**src/rtl/amo_pkg.sv**
```systemverilog
package amo_pkg;

    typedef enum logic [3:0] {
        K_ADD, K_XOR, K_OR, K_AND,
        K_UMAX, K_SMAX, K_UMIN, K_SMIN,
        K_SWAP, K_CSNE, K_INCB, K_INCE,
        K_DECB, K_TWIN, K_ILL
    } amo_kind_e;

    typedef enum logic [2:0] {
        S_IDLE, S_RD0, S_RD1, S_LATCH, S_WR0, S_WR1, S_FIN
    } amo_state_e;

endpackage

```
**src/rtl/amo_decode.sv**
```systemverilog
module amo_decode
    import amo_pkg::*;
(
    input  logic [4:0] func,
    input  logic       store,
    output amo_kind_e  kind,
    output logic       pair,
    output logic       down,
    output logic       legal
);

    always_comb begin
        case (func)
            5'b00000: kind = K_ADD;
            5'b00001: kind = K_XOR;
            5'b00010: kind = K_OR;
            5'b00011: kind = K_AND;
            5'b00100: kind = K_UMAX;
            5'b00101: kind = K_SMAX;
            5'b00110: kind = K_UMIN;
            5'b00111: kind = K_SMIN;
            5'b01000: kind = store ? K_ILL : K_SWAP;
            5'b10000: kind = store ? K_ILL : K_CSNE;
            5'b11000: kind = store ? K_TWIN : K_INCB;
            5'b11001: kind = store ? K_ILL : K_INCE;
            5'b11100: kind = store ? K_ILL : K_DECB;
            default:  kind = K_ILL;
        endcase
    end

    assign pair  = (kind == K_INCB) || (kind == K_INCE) ||
                   (kind == K_DECB) || (kind == K_TWIN);
    assign down  = (kind == K_DECB);
    assign legal = (kind != K_ILL);

endmodule

```
**src/rtl/amo_alu.sv**
```systemverilog
module amo_alu
    import amo_pkg::*;
#(
    parameter int DATA_W = 64
) (
    input  amo_kind_e          kind,
    input  logic               dw,
    input  logic [DATA_W-1:0]  w0,
    input  logic [DATA_W-1:0]  w1,
    input  logic [DATA_W-1:0]  opa,
    input  logic [DATA_W-1:0]  opb,
    output logic [DATA_W-1:0]  new_val,
    output logic [DATA_W-1:0]  ret_val,
    output logic               wr
);

    localparam int HALF_W = DATA_W / 2;

    logic [DATA_W-1:0] mask, min_neg, old, a, ko, ka;
    logic              s_gt;

    assign mask    = dw ? {DATA_W{1'b1}} : {{HALF_W{1'b0}}, {HALF_W{1'b1}}};
    assign min_neg = dw ? {1'b1, {(DATA_W-1){1'b0}}}
                        : {{HALF_W{1'b0}}, 1'b1, {(HALF_W-1){1'b0}}};
    assign old     = (kind == K_DECB) ? w1 : w0;
    assign a       = opa & mask;
    assign ko      = dw ? old : {{HALF_W{old[HALF_W-1]}}, old[HALF_W-1:0]};
    assign ka      = dw ? a   : {{HALF_W{a[HALF_W-1]}},   a[HALF_W-1:0]};
    assign s_gt    = $signed(ko) > $signed(ka);

    always_comb begin
        new_val = '0;
        ret_val = old;
        wr      = 1'b0;
        unique case (kind)
            K_ADD:  begin new_val = (old + a) & mask;     wr = 1'b1; end
            K_XOR:  begin new_val = old ^ a;              wr = 1'b1; end
            K_OR:   begin new_val = old | a;              wr = 1'b1; end
            K_AND:  begin new_val = old & a;              wr = 1'b1; end
            K_UMAX: begin new_val = (old > a) ? old : a;  wr = 1'b1; end
            K_SMAX: begin new_val = s_gt ? old : a;       wr = 1'b1; end
            K_UMIN: begin new_val = (old < a) ? old : a;  wr = 1'b1; end
            K_SMIN: begin new_val = s_gt ? a : old;       wr = 1'b1; end
            K_SWAP: begin new_val = a;                    wr = 1'b1; end
            K_CSNE: begin new_val = opb & mask;           wr = (old != a); end
            K_INCB: begin
                new_val = (old + 1'b1) & mask;
                wr      = (w0 != w1);
                if (w0 == w1) ret_val = min_neg;
            end
            K_INCE: begin
                new_val = (old + 1'b1) & mask;
                wr      = (w0 == w1);
                if (w0 != w1) ret_val = min_neg;
            end
            K_DECB: begin
                new_val = (old - 1'b1) & mask;
                wr      = (w0 != w1);
                if (w0 == w1) ret_val = min_neg;
            end
            K_TWIN: begin new_val = a;                    wr = (w0 == w1); end
            default: ret_val = '0;
        endcase
    end

endmodule

```
**src/rtl/amo_unit.sv**
```systemverilog
module amo_unit
    import amo_pkg::*;
#(
    parameter int ADDR_W = 32,
    parameter int DATA_W = 64
) (
    input  logic              clk,
    input  logic              rst_n,
    input  logic              req_valid,
    input  logic [4:0]        req_func,
    input  logic              req_store,
    input  logic              req_dw,
    input  logic [ADDR_W-1:0] req_addr,
    input  logic [DATA_W-1:0] req_opa,
    input  logic [DATA_W-1:0] req_opb,
    output logic              busy,
    output logic              done,
    output logic              illegal,
    output logic [DATA_W-1:0] result,
    output logic              mem_en,
    output logic              mem_we,
    output logic              mem_dw,
    output logic [ADDR_W-1:0] mem_addr,
    output logic [DATA_W-1:0] mem_wdata,
    input  logic [DATA_W-1:0] mem_rdata
);

    localparam int HALF_W = DATA_W / 2;
    localparam int BYTES  = DATA_W / 8;

    amo_state_e        state, state_nx;
    amo_kind_e         dec_kind, q_kind;
    logic              dec_pair, dec_down, dec_legal;
    logic              q_pair, q_down, q_ill, q_store, q_dw, q_twin_wr;
    logic [ADDR_W-1:0] q_ea, step, addr_lo, addr_hi;
    logic [DATA_W-1:0] q_opa, q_opb, q_w0, q_w1, q_res, mask, rd_m;
    logic [DATA_W-1:0] alu_new, alu_ret;
    logic              alu_wr;

    amo_decode u_dec (
        .func  (req_func),
        .store (req_store),
        .kind  (dec_kind),
        .pair  (dec_pair),
        .down  (dec_down),
        .legal (dec_legal)
    );

    amo_alu #(.DATA_W(DATA_W)) u_alu (
        .kind    (q_kind),
        .dw      (q_dw),
        .w0      (q_w0),
        .w1      (q_w1),
        .opa     (q_opa),
        .opb     (q_opb),
        .new_val (alu_new),
        .ret_val (alu_ret),
        .wr      (alu_wr)
    );

    assign mask    = q_dw ? {DATA_W{1'b1}} : {{HALF_W{1'b0}}, {HALF_W{1'b1}}};
    assign rd_m    = mem_rdata & mask;
    assign step    = q_dw ? ADDR_W'(BYTES) : ADDR_W'(BYTES / 2);
    assign addr_lo = q_down ? q_ea - step : q_ea;
    assign addr_hi = q_down ? q_ea : q_ea + step;

    // State register
    always_ff @(posedge clk) begin
        if (!rst_n) state <= S_IDLE;
        else        state <= state_nx;
    end

    // Next-state logic
    always_comb begin
        state_nx = state;
        unique case (state)
            S_IDLE:  if (req_valid) state_nx = dec_legal ? S_RD0 : S_FIN;
            S_RD0:   state_nx = q_pair ? S_RD1 : S_LATCH;
            S_RD1:   state_nx = S_LATCH;
            S_LATCH: state_nx = S_WR0;
            S_WR0:   state_nx = (q_kind == K_TWIN) ? S_WR1 : S_FIN;
            S_WR1:   state_nx = S_FIN;
            S_FIN:   state_nx = S_IDLE;
            default: state_nx = S_IDLE;
        endcase
    end

    // Request and data registers
    always_ff @(posedge clk) begin
        if (!rst_n) begin
            q_kind    <= K_ILL;
            q_pair    <= 1'b0;
            q_down    <= 1'b0;
            q_ill     <= 1'b0;
            q_store   <= 1'b0;
            q_dw      <= 1'b0;
            q_twin_wr <= 1'b0;
            q_ea      <= '0;
            q_opa     <= '0;
            q_opb     <= '0;
            q_w0      <= '0;
            q_w1      <= '0;
            q_res     <= '0;
        end else begin
            unique case (state)
                S_IDLE: if (req_valid) begin
                    q_kind  <= dec_kind;
                    q_pair  <= dec_pair;
                    q_down  <= dec_down;
                    q_ill   <= !dec_legal;
                    q_store <= req_store;
                    q_dw    <= req_dw;
                    q_ea    <= req_addr;
                    q_opa   <= req_opa;
                    q_opb   <= req_opb;
                    q_res   <= '0;
                end
                S_RD1:   q_w0 <= rd_m;
                S_LATCH: if (q_pair) q_w1 <= rd_m;
                         else        q_w0 <= rd_m;
                S_WR0: begin
                    q_res     <= q_store ? '0 : alu_ret;
                    q_twin_wr <= alu_wr;
                end
                default: ;
            endcase
        end
    end

    // Outputs
    always_comb begin
        mem_en    = 1'b0;
        mem_we    = 1'b0;
        mem_addr  = q_ea;
        mem_wdata = '0;
        unique case (state)
            S_RD0: begin mem_en = 1'b1; mem_addr = addr_lo; end
            S_RD1: begin mem_en = 1'b1; mem_addr = addr_hi; end
            S_WR0: begin
                mem_en    = alu_wr;
                mem_we    = alu_wr;
                mem_addr  = q_ea;
                mem_wdata = alu_new;
            end
            S_WR1: begin
                mem_en    = q_twin_wr;
                mem_we    = q_twin_wr;
                mem_addr  = addr_hi;
                mem_wdata = q_opa & mask;
            end
            default: ;
        endcase
    end

    assign mem_dw  = q_dw;
    assign busy    = (state != S_IDLE);
    assign done    = (state == S_FIN);
    assign illegal = (state == S_FIN) && q_ill;
    assign result  = q_res;

endmodule

```
**config.mk**
```make
export PLATFORM = sky130hd
export DESIGN_NAME = amo_unit
export DESIGN_NICKNAME = d
export VERILOG_FILES = /design/src/rtl/amo_pkg.sv /design/src/rtl/amo_decode.sv /design/src/rtl/amo_alu.sv /design/src/rtl/amo_unit.sv
export SDC_FILE = /design/constraint.sdc
export NUM_CORES = 2
export LEC_CHECK = 0
export BUFFER_PORTS_ARGS = -buffer_cell sky130_fd_sc_hd__buf_2
export CAP_MARGIN = 5
export CORE_MARGIN = 2
export CORE_UTILIZATION = 40
export DETAILED_ROUTE_END_ITERATION = 16
export PLACE_DENSITY = 0.66
export SLEW_MARGIN = 30
export SYNTH_ARGS = -nofsm -noshare
export SYNTH_HDL_FRONTEND = slang
export SYNTH_SLANG_ARGS = --single-unit
```
**constraint.sdc**
```tcl
create_clock -name clk -period 6 [get_ports clk]
set_input_delay 1.2 -clock clk [delete_from_list [all_inputs] [get_ports clk]]
set_output_delay 1.2 -clock clk [all_outputs]
set_load 0.05 [all_outputs]
```
==> metrics.txt <==
status=complete, but fails checks; failing checks=negative setup slack; H-tree depth=2; total wire length=136000 um; Tmin final=7.07 ns; Max clock buf depth=3; ys flop type=dfxtp_1; GRT Total Usage=0.334; wire per inst=22.6 um; Syn-to-layout area delta=47.1%; Setup violations, final=64; gr ovfl total=0; Floorplan Core Area=73200 um2; Pre-Repair DR Iteration Count=6; Lkg Pwr=19.9 nW; CTS Sinks=365; CTS buffer count=43; Worst Min Path Start=q_ea[1]; Placed Area=38300 um2; routability cong.=1.02; post-route setup TNS=-39.65 ns; DRC=0; Worst slew margin=0.239; worst hold endpoint=q_ea[1]; YS warnings=0; total vias in the final route=35000; WS Path Type=reg -> out; ys async rst share=0; syn_nets=4588; Layout Nets=5549; Clock Skews=0.0472 ns; Clk Latency, worst-skew pair=0.62 ns; Final Hold Fails=0; I/O Buffers=399; Power per Cell Area=387 nW/um2; Post-Syn Area=29700 um2; critical path required time=4.80 ns; RSZ-0062 raised after global routing=true; commonest non-fill, non-tap cell in the layout=nand2_1; most frequent cells in the layout=nand2_1 (758), buf_4 (688), dfxtp_1 (359); design area=43700 um2; hold depth=2; Max FO, Critical Path=5; Least-Margin Pin Slew=1.14 ns; Max-cap violations=0; Root Buffer=clkbuf_16; vias in the first global route=32800; Final Max Slew Viols=0; Reg clk slew, reported paths=0.06 ns; fin crit share=1.18; post-synthesis cell count=4059; Reg2Reg Capture Point=q_twin_wr; post-layout worst setup margin=-1.07 ns; worst path arrival time=5.87 ns; Routed Antenna Nets=0; post-synth cell types=79; Min-Delay Path Class=reg -> reg; hpwl dp=101000 um; first-pass GRT wire length=200000 um; Top Ports=400; Die Y=276 um; Starting Density=0.405; fmax=141 MHz; initial DRC count=3492; initial antenna violation count=12; Die Wd=276 um; r2r startpoint=q_kind[2]; peak supply drop=619 uV; cell depth of the worst flop-to-flop path=21; CTS tree=yes; FP Rows=99; Avg Cell Area, Syn=7.31 um2; Setup crit start kind=flip-flop; Crit. End Element=output port; layout cell share with drive strength beyond 1=0.337; EDFF count, synth=0; die outline area=76400 um2; Synth Register Bits=365; largest net degree at the start of global routing=173; r2r setup slk=2.24 ns; Via density=5.82; dpl ws=-0.501 ns; sequential-to-total area share from yosys stat=0.246
==> logic make-up (layout without fill, tap and decap cells) <==
group,count (synthesis),in the layout,synth area share
DFF,365,365,0.246
other,0,5,0
muxes,45,45,0.0152
buffers and inverters,425,1417,0.0546
and+or+nand+nor,1540,1541,0.233
AOI/OAI and AO/OA,1190,1190,0.267
adders and majority gates,296,296,0.125
xor gates and xnor gates,198,198,0.0584
==> cells in the mapped netlist (18+ instances only) <==
master	number	area [um2]
nand2_1	830	3120
dfxtp_1	365	7310
a21boi_0	296	2220
ha_1	292	3650
a21oi_1	250	1250
clkbuf_1	232	871
o21ai_0	218	1090
nor2_1	207	777
inv_1	160	601
nand3_1	133	666
a22oi_1	122	916
xor2_1	105	920
nor2b_1	98	613
xnor2_1	93	815
nor3_1	58	290
mux2i_1	45	450
a221oi_1	44	385
a21o_1	43	323
nor4_1	42	263
nand4_1	38	238
o221ai_1	25	219
a211oi_1	24	180
buf_1	24	90.1
o211ai_1	23	173
nand2b_1	22	138
a31oi_1	20	125
and3_1	18	113
==> layout make-up <==
cell class,instances,area (um2)
clock buffer,60,1230
multi-input combinational,3270,23700
fill,6465,29500
inverter,160,601
sequential,365,7320
timing repair buffer,1180,9400
antenna,5,12.5
tap,959,1200
clock inverter,17,238
==> worst max-delay path by stage <==
stage | from | endpoint | slack, ns
final | q_opa[17] | mem_wdata[55] | -1.07
after global routing | q_opa[17] | mem_wdata[61] | -1.28
after CTS | q_opa[17] | mem_wdata[55] | -1.03
after detailed placement | q_opa[17] | mem_wdata[55] | -0.50
after global placement | q_opa[17] | mem_wdata[55] | -0.48
after floorplan | q_opa[11] | mem_wdata[55] | -0.36
==> report_power, final <==
part | leakage (nW) | internal (mW) | switching, mW | total (mW)
Sequential | 2.97 | 2.73 | 0.372 | 3.11
Clock | 0.705 | 1.58 | 1.16 | 2.74
Combinational | 16.2 | 4.70 | 6.37 | 11.1
==> registers in the layout, indices dropped and copies added, names as in the netlist, 3 cells and up <==
signal,cells
q_kind,4
q_w1,64
q_opa,64
q_ea,32
q_w0,64
state,3
q_opb,64
result,64
==> critical path: stages (launching register included) <==
cell      delay (ns)
dfxtp_2         0.32
or4_4           0.54
or3_4           0.35
or4_4           0.56
or3_4           0.40
nor2_4          0.16
and3_4          0.26
nand2_4         0.06
xnor2_2         0.15
o21ai_1         0.09
ha_1            0.32
a21oi_2         0.16
nor2b_1         0.06
o21ai_1         0.13
nand2b_1        0.12
a31oi_2         0.20
o21ai_2         0.12
or3_1           0.34
mux2i_2         0.22
nor4_4          0.07
o31ai_2         0.28
a221oi_4        0.12
buf_12          0.21
==> stage by stage <==
| step | utilization | hold WS, ns | instances | power (mW) |
|---|---|---|---|---|
| 6_report | 0.596 | 0.461 | 6016 | 16.9 |
| 5_1_grt | 0.596 | 0.490 | 6015 | 17.7 |
| 4_1_cts | 0.578 | 0.464 | 5978 | 16.0 |
| 3_5_place_dp | 0.523 | 0.455 | 5828 | 12.1 |
| 3_3_place_gp | 0.523 | 0.452 | 5828 | 12.0 |
| 2_1_floorplan | - | 0.443 | 4059 | 8.16 |
==> per-layer routing <==
metal | share of wire | track usage
met1 | 0.42 | 0.449
met2 | 0.44 | 0.525
met3 | 0.090 | 0.0600
met4 | 0.052 | 0.143
met5 | 0.00054 | 0
==> what timing repair did <==
item / in CTS / in global routing
gates cloned: 10 / 0
resized for setup: 416 / 237
pin swaps: 185 / 192
setup endpoints to repair: 66 / 65
hold buffers: 0 / 0
buffers inserted: 69 / 51
Power figures use the tool's default switching activity.
